File: config.mk
export PLATFORM = sky130hd
export DESIGN_NAME = async_frame_codec
export DESIGN_NICKNAME = d
export VERILOG_FILES = /design/src/rtl/frame_pkg.sv /design/src/rtl/frame_encoder.sv /design/src/rtl/frame_checker.sv /design/src/rtl/frame_timer.sv /design/src/rtl/async_frame_codec.sv
export SDC_FILE = /design/constraint.sdc
export NUM_CORES = 1
export LEC_CHECK = 0
export BUFFER_PORTS_ARGS = -buffer_cell sky130_fd_sc_hd__buf_2
export CORE_AREA = 10 10 105 107
export CTS_BUF_LIST = sky130_fd_sc_hd__clkbuf_2
export DETAILED_ROUTE_END_ITERATION = 8
export DIE_AREA = 0 0 115 117
export PLACE_DENSITY = 0.81
export SYNTH_ARGS = -nofsm -noshare
export SYNTH_HDL_FRONTEND = slang
export SYNTH_SLANG_ARGS = --single-unit
File: constraint.sdc
create_clock -name clk -period 5.7 [get_ports clk]
set_input_delay 0.57 -clock clk [delete_from_list [all_inputs] [get_ports clk]]
set_output_delay 0.57 -clock clk [all_outputs]
set_load 0.05 [all_outputs]
File: src/rtl/frame_pkg.sv
package frame_pkg;

    localparam int MAX_DATA = 8;
    localparam int FRAME_W  = MAX_DATA + 3;
    localparam int LEN_W    = 4;
    localparam int CTL_W    = 6;
    localparam int HALF_W   = 5;

    typedef struct packed {
        logic       par_stick;
        logic       par_even;
        logic       par_en;
        logic       two_stop;
        logic [1:0] wlen;
    } line_ctl_t;

    typedef enum logic [2:0] {
        STOP_ONE      = 3'd2,
        STOP_ONE_HALF = 3'd3,
        STOP_TWO      = 3'd4
    } stop_half_e;

    function automatic logic [LEN_W-1:0] data_bits(input logic [1:0] wlen);
        return LEN_W'(5) + LEN_W'(wlen);
    endfunction

    function automatic logic [MAX_DATA-1:0] data_mask(input logic [1:0] wlen);
        logic [MAX_DATA-1:0] m;
        for (int i = 0; i < MAX_DATA; i++)
            m[i] = (i < int'(data_bits(wlen)));
        return m;
    endfunction

endpackage

File: src/rtl/frame_encoder.sv
module frame_encoder
    import frame_pkg::*;
(
    input  line_ctl_t            ctl,
    input  logic [MAX_DATA-1:0]  data,
    output logic [FRAME_W-1:0]   frame,
    output logic [LEN_W-1:0]     len
);

    logic [MAX_DATA-1:0] masked;
    logic                pbit;
    logic [LEN_W-1:0]    pos;

    always_comb begin
        masked = data & data_mask(ctl.wlen);
        if (ctl.par_stick)
            pbit = 1'b1;
        else if (ctl.par_even)
            pbit = ^masked;
        else
            pbit = ~(^masked);

        frame = '0;
        frame[MAX_DATA-1:0] = masked;
        pos = data_bits(ctl.wlen);
        if (ctl.par_en) begin
            frame[pos] = pbit;
            pos = pos + LEN_W'(1);
        end
        frame[pos] = 1'b1;
        pos = pos + LEN_W'(1);
        if (ctl.two_stop) begin
            frame[pos] = 1'b1;
            pos = pos + LEN_W'(1);
        end
        len = pos;
    end

endmodule

File: src/rtl/frame_checker.sv
module frame_checker
    import frame_pkg::*;
(
    input  line_ctl_t            ctl,
    input  logic [FRAME_W-1:0]   frame,
    output logic [MAX_DATA-1:0]  data,
    output logic                 parity_err,
    output logic                 framing_err
);

    logic [LEN_W-1:0] pos;
    logic             pbit;
    logic             sum;

    always_comb begin
        data = frame[MAX_DATA-1:0] & data_mask(ctl.wlen);
        pos  = data_bits(ctl.wlen);
        pbit = frame[pos];
        sum  = (^data) ^ pbit;
        parity_err = 1'b0;
        if (ctl.par_en) begin
            if (ctl.par_stick)
                parity_err = ~pbit;
            else if (ctl.par_even)
                parity_err = sum;
            else
                parity_err = ~sum;
            pos = pos + LEN_W'(1);
        end
        framing_err = ~frame[pos];
        if (ctl.two_stop)
            framing_err = framing_err | ~frame[pos + LEN_W'(1)];
    end

endmodule

File: src/rtl/frame_timer.sv
module frame_timer
    import frame_pkg::*;
#(
    parameter int DIV_W = 16,
    localparam int DUR_W = DIV_W + HALF_W
) (
    input  logic              clk,
    input  logic              rst,
    input  line_ctl_t         ctl,
    input  logic [DIV_W-1:0]  divisor,
    output logic [DUR_W-1:0]  dur
);

    stop_half_e        stop_len;
    logic [HALF_W-1:0] half_cnt;

    always_comb begin
        if (!ctl.two_stop)
            stop_len = STOP_ONE;
        else if (ctl.wlen == 2'd0)
            stop_len = STOP_ONE_HALF;
        else
            stop_len = STOP_TWO;
        half_cnt = HALF_W'(2) * (HALF_W'(1) + HALF_W'(data_bits(ctl.wlen))
                                 + HALF_W'(ctl.par_en))
                   + HALF_W'(stop_len);
    end

    always_ff @(posedge clk) begin
        if (rst)
            dur <= '0;
        else
            dur <= DUR_W'(divisor) * DUR_W'(half_cnt);
    end

endmodule

File: src/rtl/async_frame_codec.sv
module async_frame_codec
    import frame_pkg::*;
#(
    parameter int DIV_W = 16
) (
    input  logic                        clk,
    input  logic                        rst,
    input  logic [CTL_W-1:0]            tx_ctl,
    input  logic [MAX_DATA-1:0]         tx_data,
    output logic [FRAME_W-1:0]          tx_frame,
    output logic [LEN_W-1:0]            tx_len,
    input  logic [CTL_W-1:0]            rx_ctl,
    input  logic [FRAME_W-1:0]          rx_frame,
    output logic [MAX_DATA-1:0]         rx_data,
    output logic                        rx_parity_err,
    output logic                        rx_frame_err,
    input  logic [DIV_W-1:0]            divisor,
    output logic [DIV_W+HALF_W-1:0]     dur_half
);

    line_ctl_t tx_cfg;
    line_ctl_t rx_cfg;

    assign tx_cfg = line_ctl_t'(tx_ctl);
    assign rx_cfg = line_ctl_t'(rx_ctl);

    frame_encoder u_enc (
        .ctl   (tx_cfg),
        .data  (tx_data),
        .frame (tx_frame),
        .len   (tx_len)
    );

    frame_checker u_chk_rx (
        .ctl         (rx_cfg),
        .frame       (rx_frame),
        .data        (rx_data),
        .parity_err  (rx_parity_err),
        .framing_err (rx_frame_err)
    );

    frame_timer #(.DIV_W(DIV_W)) u_timer (
        .clk     (clk),
        .rst     (rst),
        .ctl     (tx_cfg),
        .divisor (divisor),
        .dur     (dur_half)
    );

endmodule

* Word-level counts from Yosys, hierarchy flattened
Cells that the tools add are included.
Word-level totals: register bits after elaboration 21, output and inout port bits 46
Operators by class: add/sub/neg operators 10, $mul 1, order comparisons 25, mux-type cells 26, bitwise gates (word level) 11, reductions and logical operators 6
Operators by type and width (count):
- $lt A3 B4 Y1 const A | 8
- $lt A4 B5 Y1 const B | 6
- $mux W11 | 2
- $or A11 B11 Y11 | 2
- $mul A16 B5 Y21 | 1
- $add A4 B1 Y4 const B | 5
- $and A8 B8 Y8 | 2
- $lt A1 B4 Y1 const A | 4
- $lt A2 B4 Y1 const A | 4
- $reduce_xor A8 Y1 | 2
- $bmux W1 S4 | 3
- $demux W1 S4 | 3
- $ge A4 B1 Y1 const B | 3
- $mux W1 | 12
- $mux W4 | 3
- $bwmux W11 | 1
- $add A3 B2 Y4 const A | 2
- $mux W3 | 2
- $add A5 B3 Y5 | 1
- $not A1 Y1 | 5
- $add A1 B4 Y4 const A | 1
- $add A4 B1 Y4 | 1
- $logic_and A1 B1 Y1 | 3
- $logic_not A2 Y1 | 1
- 2 further kinds | 2

* Depth between registers and ports, before layout
Gate-level depths: netlist of run 1.
depth in word-level cells 12, mapped depth 23, gate-level depth less buffers 21

* Modules after synthesis
A second synthesis of run 1 with hierarchy kept.
Second synthesis, totals: cell total of the unflattened synthesis 563, area, all modules 4710.8 µm²
Modules (own cells, without submodules):
- frame_timer | times used 1, cells an instance 361, area each 3193.1 µm², seq. area each 420.4 µm²
- frame_encoder | times used 1, cells an instance 118, area each 818.3 µm², seq. area each 0.0 µm²
- frame_checker | times used 1, cells an instance 84, area each 699.4 µm², seq. area each 0.0 µm²

* Worst setup path after synthesis of run 1
No wires, ideal clock.
kind input -> register, start point input tx_ctl[3], end point register u_timer.dur[20], setup time 0.121 ns, data arrival time 6.066 ns, required time 5.579 ns, setup slack -0.487 ns, stages on the path 21, path buffers 2, cell sequence clkbuf_1 inv_1 ha_1 inv_1 fa_1 inv_1 fa_1 xor2_1 clkbuf_1 and2_1 fa_1 fa_1 inv_1 fa_1 inv_1 ha_1 and3_1 a221oi_1 a21oi_1 o31ai_1 mux2_2
Between the ends: longest elaborated chain between the ends 3
Ends and longest elaborated chain:
- start, declared | RTL line async_frame_codec.sv:8 | input logic [CTL_W-1:0] tx_ctl,
- $add A4 B1 Y4 | RTL line frame_timer.sv:25 | + HALF_W'(ctl.par_en))
- $add A5 B3 Y5 | RTL line frame_timer.sv:26 | + HALF_W'(stop_len);
- $mul A16 B5 Y21 | RTL line frame_timer.sv:33 | dur <= DUR_W'(divisor) * DUR_W'(half_cnt);
- end signal, assigned | RTL line frame_timer.sv:33
- end, declared | RTL line frame_timer.sv:11 | output logic [DUR_W-1:0] dur
Every way passes these cells. A chain may end at the register's enable or synchronous reset.

* Worst setup path in the final report of run 1
Same ends and word-level chain as after synthesis.

==> results of run 1 <==
-- cell type report --
class	instances	area, um^2	area share (%)
Tap cell	111	139	2.52
Inverter	67	251	4.57
Timing Repair Buffer	131	748	13.6
Multi-Input combinational cell	439	3930	71.3
Sequential cell	21	420	7.64
Clock buffer	4	20.0	0.364
-- cell usage after synthesis, types with 5 or more instances --
master	count
inv_1	66
ha_1	51
and2_1	48
fa_1	44
nand2_1	43
nor2b_1	31
nor2_1	30
dfxtp_1	21
xnor2_1	18
clkbuf_1	17
a21oi_1	15
o21ai_0	15
mux2_2	12
and3_1	9
xor2_1	9
o211ai_1	8
a221o_1	7
nand2b_1	7
nor3_1	7
a21o_1	6
a31oi_1	6
buf_4	5
mux2i_1	5
-- report_power, final --
part	leakage (nW)	total, mW	switching (mW)	internal (mW)
Clock	0.0166	0.0668	0.0483	0.0186
Combinational	2.61	2.05	1.18	0.869
Sequential	0.174	0.213	0.00991	0.203
Total	2.80	2.33	1.24	1.09
-- cells by family (layout without fill, tap and decap cells) --
group / after synthesis / after routing / synth area share [%]
AO/OA/AOI/OAI: 98 / 98 / 15.0
flip-flops: 21 / 21 / 9.05
adder cells (fa/ha/maj): 95 / 95 / 32.7
buffers and inverters: 91 / 202 / 7.92
XOR/XNOR: 31 / 31 / 7.14
multiplexers: 20 / 20 / 5.68
AND/OR/NAND/NOR: 195 / 195 / 22.5
-- per-layer routing --
layer  up-vias  track usage (%)  wire, um
met5         -                0         0
met4         0             4.04       195
met3        21             2.80       778
met2       141             31.8      6300
met1      2092             20.2      4580
li1       2083                -         -
-- critical path: cells and delay by family --
family          cells  cell delay, ps
xor+xnor            1             150
buf+inv             7             540
mux                 1             370
fa+ha+maj           7            2990
simple gates        2             390
compound gates      3             710
-- how the worst max path moves through the flow --
stage | depth (start not counted) | to | startpoint | slack (ps)
floorplan | 20 | u_timer.dur[20] | tx_ctl[3] | -20
finish | 21 | u_timer.dur[20] | tx_ctl[3] | 220
global placement | 21 | u_timer.dur[20] | tx_ctl[3] | -40
global route | 22 | u_timer.dur[10] | tx_ctl[3] | 2
CTS | 22 | u_timer.dur[9] | tx_ctl[3] | 160
detailed placement | 22 | u_timer.dur[9] | tx_ctl[3] | -180
==> summary.md, run 1 <==
| Metric | Value |
|---|---|
| Largest net degree at the start of global routing | `30` |
| Hold WC Path Type | `in -> reg` |
| Count of input and output buffers | `94` |
| Most frequent cells in the layout | `buf_2, inv_1, ha_1, and2_1, fa_1` |
| Peak Freq | `roughly 180 MHz` |
| Seq/Total Area, Yosys | `a little under a tenth` |
| I/O pins | `95` |
| Top cells by area, synth | `fa_1, ha_1, dfxtp_1` |
| Area after DPL | `roughly 5500 um^2` |
| Layout cells sized above 1 | `approximately a quarter` |
| Ant. Diodes | `0` |
| RSZ-0062 raised after global routing | `false` |
| Worst vdd ir | `0.000230 V` |
| Critical path endpoint category | `flip-flop` |
| Clock Tree Buf Depth | `2` |
| CP Class | `in -> reg` |
| Critical Path AT | `between 5000 and 6000 ps` |
| # setup viols final | `0` |
| Slew Limit Fails | `0` |
| Area Growth Syn to Fin | `18.5%` |
| First-pass GRT wire length | `about 20,000 um` |
| H-tree Lvls | `1` |
| Post-CTS Setup Bufs | `0` |
| Number of fillers in the final layout | `835` |
| Total number of vias | `roughly 4,300` |
| Tot GR Track Use | `about 17%` |
| Cts bufs inserted | `3` |
| Worst slew margin | `between 50% and 60%` |
| Post-route ant nets | `0` |
| Post-Syn Area | `about 4600 um^2` |
| Hold buffer count at cts | `0` |
| Total chip power | `approximately 2.3 mW` |
| Die Y | `approximately 120 um` |
| CTS Sinks | `21` |
| Crit share post-route | `a little over nine tenths` |
| Post-DP HPWL | `10,200 um` |
| Ys async rst share | `0%` |
| Initial DRC count | `between 200 and 300` |
| Die width | `approximately 120 um` |
| Area share of the largest cell type after synthesis | `a little under a fifth` |
| Nets | `around 810` |
| Area leader, netlist | `fa_1` |
| Pwr Density | `between 400 and 500 nW/um^2` |
| Setup tns final | `0 ps` |
| Drc violations | `0` |
| Vias in the first global route | `4,505` |
| CTS tree | `built` |
| Final Util | `about three fifths` |
| Cells after Synth | `between 500 and 600` |
| Max FFs per register | `21` |
| Max cap viols | `0` |
| Initial antenna violation count | `0` |
| Crit start category | `primary input` |
| Most common cell after layout, fill and taps aside | `buf_2` |
| Status | `finished clean` |
| Main synth FF type | `dfxtp_1` |
| Syn_nets | `695` |
| Synth unique cells | `between 50 and 60` |
| Die Area | `between 10,000 and 15,000 um^2` |
| CP Max Fanout | `11` |
| Hold Path Sink | `u_timer.dur[0]` |
| Initial Util | `51.5%` |
| Leakage power | `roughly 2.8 nW` |
| Final WL | `~12,000 um` |
| Required @ worst endpoint | `roughly 6000 ps` |
| Largest Register | `u_timer.dur` |
| Slew @ Worst Pin | `between 600 and 700 ps` |
| Clock transition at the registers of the reported paths | `roughly 220 ps` |
| Fin. Hold Viols | `0` |
| Post_cts resized | `0` |
| DP Worst Slack | `-181 ps` |
| Final GP Congestion | `about 0.89` |
| Minimum clock period | `5480 ps` |
| Vias per inst | `5.61` |
| Syn. warnings | `0` |
| Final worst slack | `about 220 ps` |
| Hold_ws | `536 ps` |
| Synthesis-stage register bit count | `21` |
| Dpl cells | `between 700 and 800` |
| Post-route cell area | `5510 um^2` |
| Total core area | `9020 um^2` |
| Hold path depth | `2` |
| Total grt overflow | `0` |
| FP Rows | `35` |
| Root Driver | `clkbuf_2` |
| Average size of a mapped cell | `between 8 and 9 um^2` |
| Worst path max stage delay | `550 ps` |
| Fin cells | `approximately 770` |
| Wire per inst | `between 15 and 20 um` |
| Slowest-stage cell, CP | `fa_1` |
| Worst min-delay path startpoint | `divisor[0]` |
| Biggest regs | `u_timer.dur (21)` |
| EDFF count, synth | `0` |
| Pre-antenna DRT Iters | `5` |
| Crit path cell chain | `buf_2 -> inv_1 -> ha_1 -> inv_1 -> fa_1 -> inv_1 -> fa_1 -> xor2_2 -> buf_4 -> and2_1 -> fa_1 -> fa_1 -> inv_1 -> fa_1 -> inv_1 -> ha_1 -> and3_1 -> a221oi_4 -> a21oi_2 -> o31ai_1 -> mux2_2` |
(Power assumes the default switching activity.)
==> inputs of run 2 (changes only) <==
CELL_PAD_IN_SITES_DETAIL_PLACEMENT = 0   (was not set)
CELL_PAD_IN_SITES_GLOBAL_PLACEMENT = 1   (was not set)
CORE_AREA = 10 10 115 117   (was 10 10 105 107)
DIE_AREA = 0 0 125 127   (was 0 0 115 117)
PLACE_DENSITY = 0.85   (was 0.81)
clock period = 6.2 ns   (was 5.7 ns; I/O delays follow)
==> summary.md, run 2 (synthesis gave the netlist of run 1 again) <==
| Metric | Value |
|---|---|
| Critical path endpoint category | `flip-flop` |
| Slew @ Worst Pin | `633 ps (-29.5 ps)` |
| Initial Util | `41.8% (-9.7 points)` |
| FP Rows | `39 (+11%)` |
| Nets | `775 (-4.0%)` |
| Worst path max stage delay | `900 ps (+350 ps)` |
| I/O pins | `95 (unchanged)` |
| Number of fillers in the final layout | `1,122 (+34%)` |
| # setup viols final | `0 (unchanged)` |
| Largest Register | `u_timer.dur` |
| Largest net degree at the start of global routing | `30 (unchanged)` |
| Hold Path Sink | `u_timer.dur[0]` |
| Worst vdd ir | `0.000268 V (+17%)` |
| Required @ worst endpoint | `6470 ps (+500 ps)` |
| CTS tree | `built` |
| Setup crit start | `tx_ctl[3]` |
| Count of input and output buffers | `94 (unchanged)` |
| DP Worst Slack | `25.4 ps (+206 ps)` |
| Pre-antenna DRT Iters | `4 (-1)` |
| Ant. Diodes | `0 (unchanged)` |
| Die Y | `127 um (+8.5%)` |
| RSZ-0062 raised after global routing | `false` |
| Total grt overflow | `0 (unchanged)` |
| Peak Freq | `roughly 170 MHz` |
| Tot GR Track Use | `13.8% (-3.4 points)` |
| Post-route ant nets | `0 (unchanged)` |
| Clock transition at the registers of the reported paths | `220 ps (about the same)` |
| Critical Path AT | `6010 ps (+260 ps)` |
| Most frequent cells in the layout | `buf_2, inv_1, ha_1, and2_1, fa_1` |
| First-pass GRT wire length | `19,500 um (-1.9%)` |
| Setup tns final | `0 ps (unchanged)` |
| Final WL | `11,500 um (-2.7%)` |
| Total number of vias | `4,112 (-5.2%)` |
| Hold_ws | `595 ps (+58.8 ps)` |
| Post-DP HPWL | `9870 um (-3.2%)` |
| Post_cts resized | `0 (unchanged)` |
| Vias per inst | `5.32 (-5.2%)` |
| Post-CTS Setup Bufs | `0 (unchanged)` |
| Max cap viols | `0 (unchanged)` |
| Leakage power | `2.64 nW (-5.7%)` |
| Hold path depth | `2 (unchanged)` |
| Max FFs per register | `21 (unchanged)` |
| Buf/Inv on CP | `6 (-1)` |
| Initial antenna violation count | `0 (unchanged)` |
| Layout cells sized above 1 | `19.2% (-5.0 points)` |
| Crit path cell chain | `buf_2 -> inv_1 -> ha_1 -> inv_1 -> fa_1 -> inv_1 -> fa_1 -> nor2b_1 -> fa_1 -> fa_1 -> inv_1 -> fa_1 -> inv_1 -> ha_1 -> and3_1 -> a221oi_2 -> a21oi_1 -> o31ai_1 -> mux2_2` |
| Total core area | `11,100 um^2 (+23%)` |
| CTS Sinks | `21 (unchanged)` |
| CP Class | `in -> reg` |
| H-tree Lvls | `1 (unchanged)` |
| Fin. Hold Viols | `0 (unchanged)` |
| Final Util | `47.1% (-14 points)` |
| Worst min-delay path startpoint | `divisor[0]` |
| Final worst slack | `457 ps (+238 ps)` |
| Vias in the first global route | `4,154 (-7.8%)` |
| Root Driver | `clkbuf_2` |
| CP Max Fanout | `16 (+5)` |
| Hold WC Path Type | `in -> reg` |
| Crit share post-route | `a little over 90%` |
| Biggest regs | `u_timer.dur (21)` |
| Minimum clock period | `between 5000 and 6000 ps` |
| Initial DRC count | `186 (-35%)` |
| Slowest-stage cell, CP | `fa_1` |
| Slew Limit Fails | `0 (unchanged)` |
| Status | `finished clean` |
| Drc violations | `0 (unchanged)` |
| Wire per inst | `14.9 um (-2.7%)` |
| Die Area | `15,900 um^2 (+18%)` |
| Hold buffer count at cts | `0 (unchanged)` |
| Crit start category | `primary input` |
| Crit path max-delay family | `adder cells` |
| Clock Tree Buf Depth | `2 (unchanged)` |
| Most common cell after layout, fill and taps aside | `buf_2` |
| Final GP Congestion | `0.870 (-2.2%)` |
| Worst slew margin | `57.5% (+1.8 points)` |
| Pwr Density | `366 nW/um^2 (-14%)` |
| Die width | `125 um (+8.7%)` |
| Cts bufs inserted | `3 (unchanged)` |
| Area Growth Syn to Fin | `12.8%` |
-- run 2: worst max-delay path by stage --
stage                            endpoint  slack, ps  cells after the start
final                     u_timer.dur[20]        460                     19
after global routing      u_timer.dur[15]        180                     19
after CTS                 u_timer.dur[20]        440                     19
after detailed placement  u_timer.dur[20]         30                     19
after global placement    u_timer.dur[20]        210                     19
after floorplan           u_timer.dur[20]         90                     21
-- run 2: cell type report --
type                    count  area [um^2]  share of cell area, %
well taps                 143          179                   3.41
flip-flops and latches     21          420                   8.02
inverters                  67          251                   4.80
multi-input cells         439         3860                   73.7
clock buffers               4         20.0                  0.382
repair buffers             99          508                   9.69
-- run 2: report_power, final --
group	switching (mW)	total (mW)	internal, mW	leakage [nW]
combinational	1.03	1.66	0.636	2.45
sequential	0.0106	0.197	0.187	0.174
clock	0.0432	0.0603	0.0171	0.0166
-- run 2: stage by stage --
step	instances	power, mW	area [um^2]
after global placement	769	1.85	5220
final	773	1.92	5240
after floorplan	551	1.51	4650
after detailed placement	769	1.88	5220
after CTS	773	1.95	5240
after global routing	773	2.13	5240
-- run 2: per-layer routing --
layer  share of wire (%)  up-vias  GRT usage [%]
met3                 4.0        4           2.19
met5                   0        -              0
li1                    -     2017              -
met4                0.68        0           1.15
met1                  43     2003           17.3
met2                  53       88           25.4
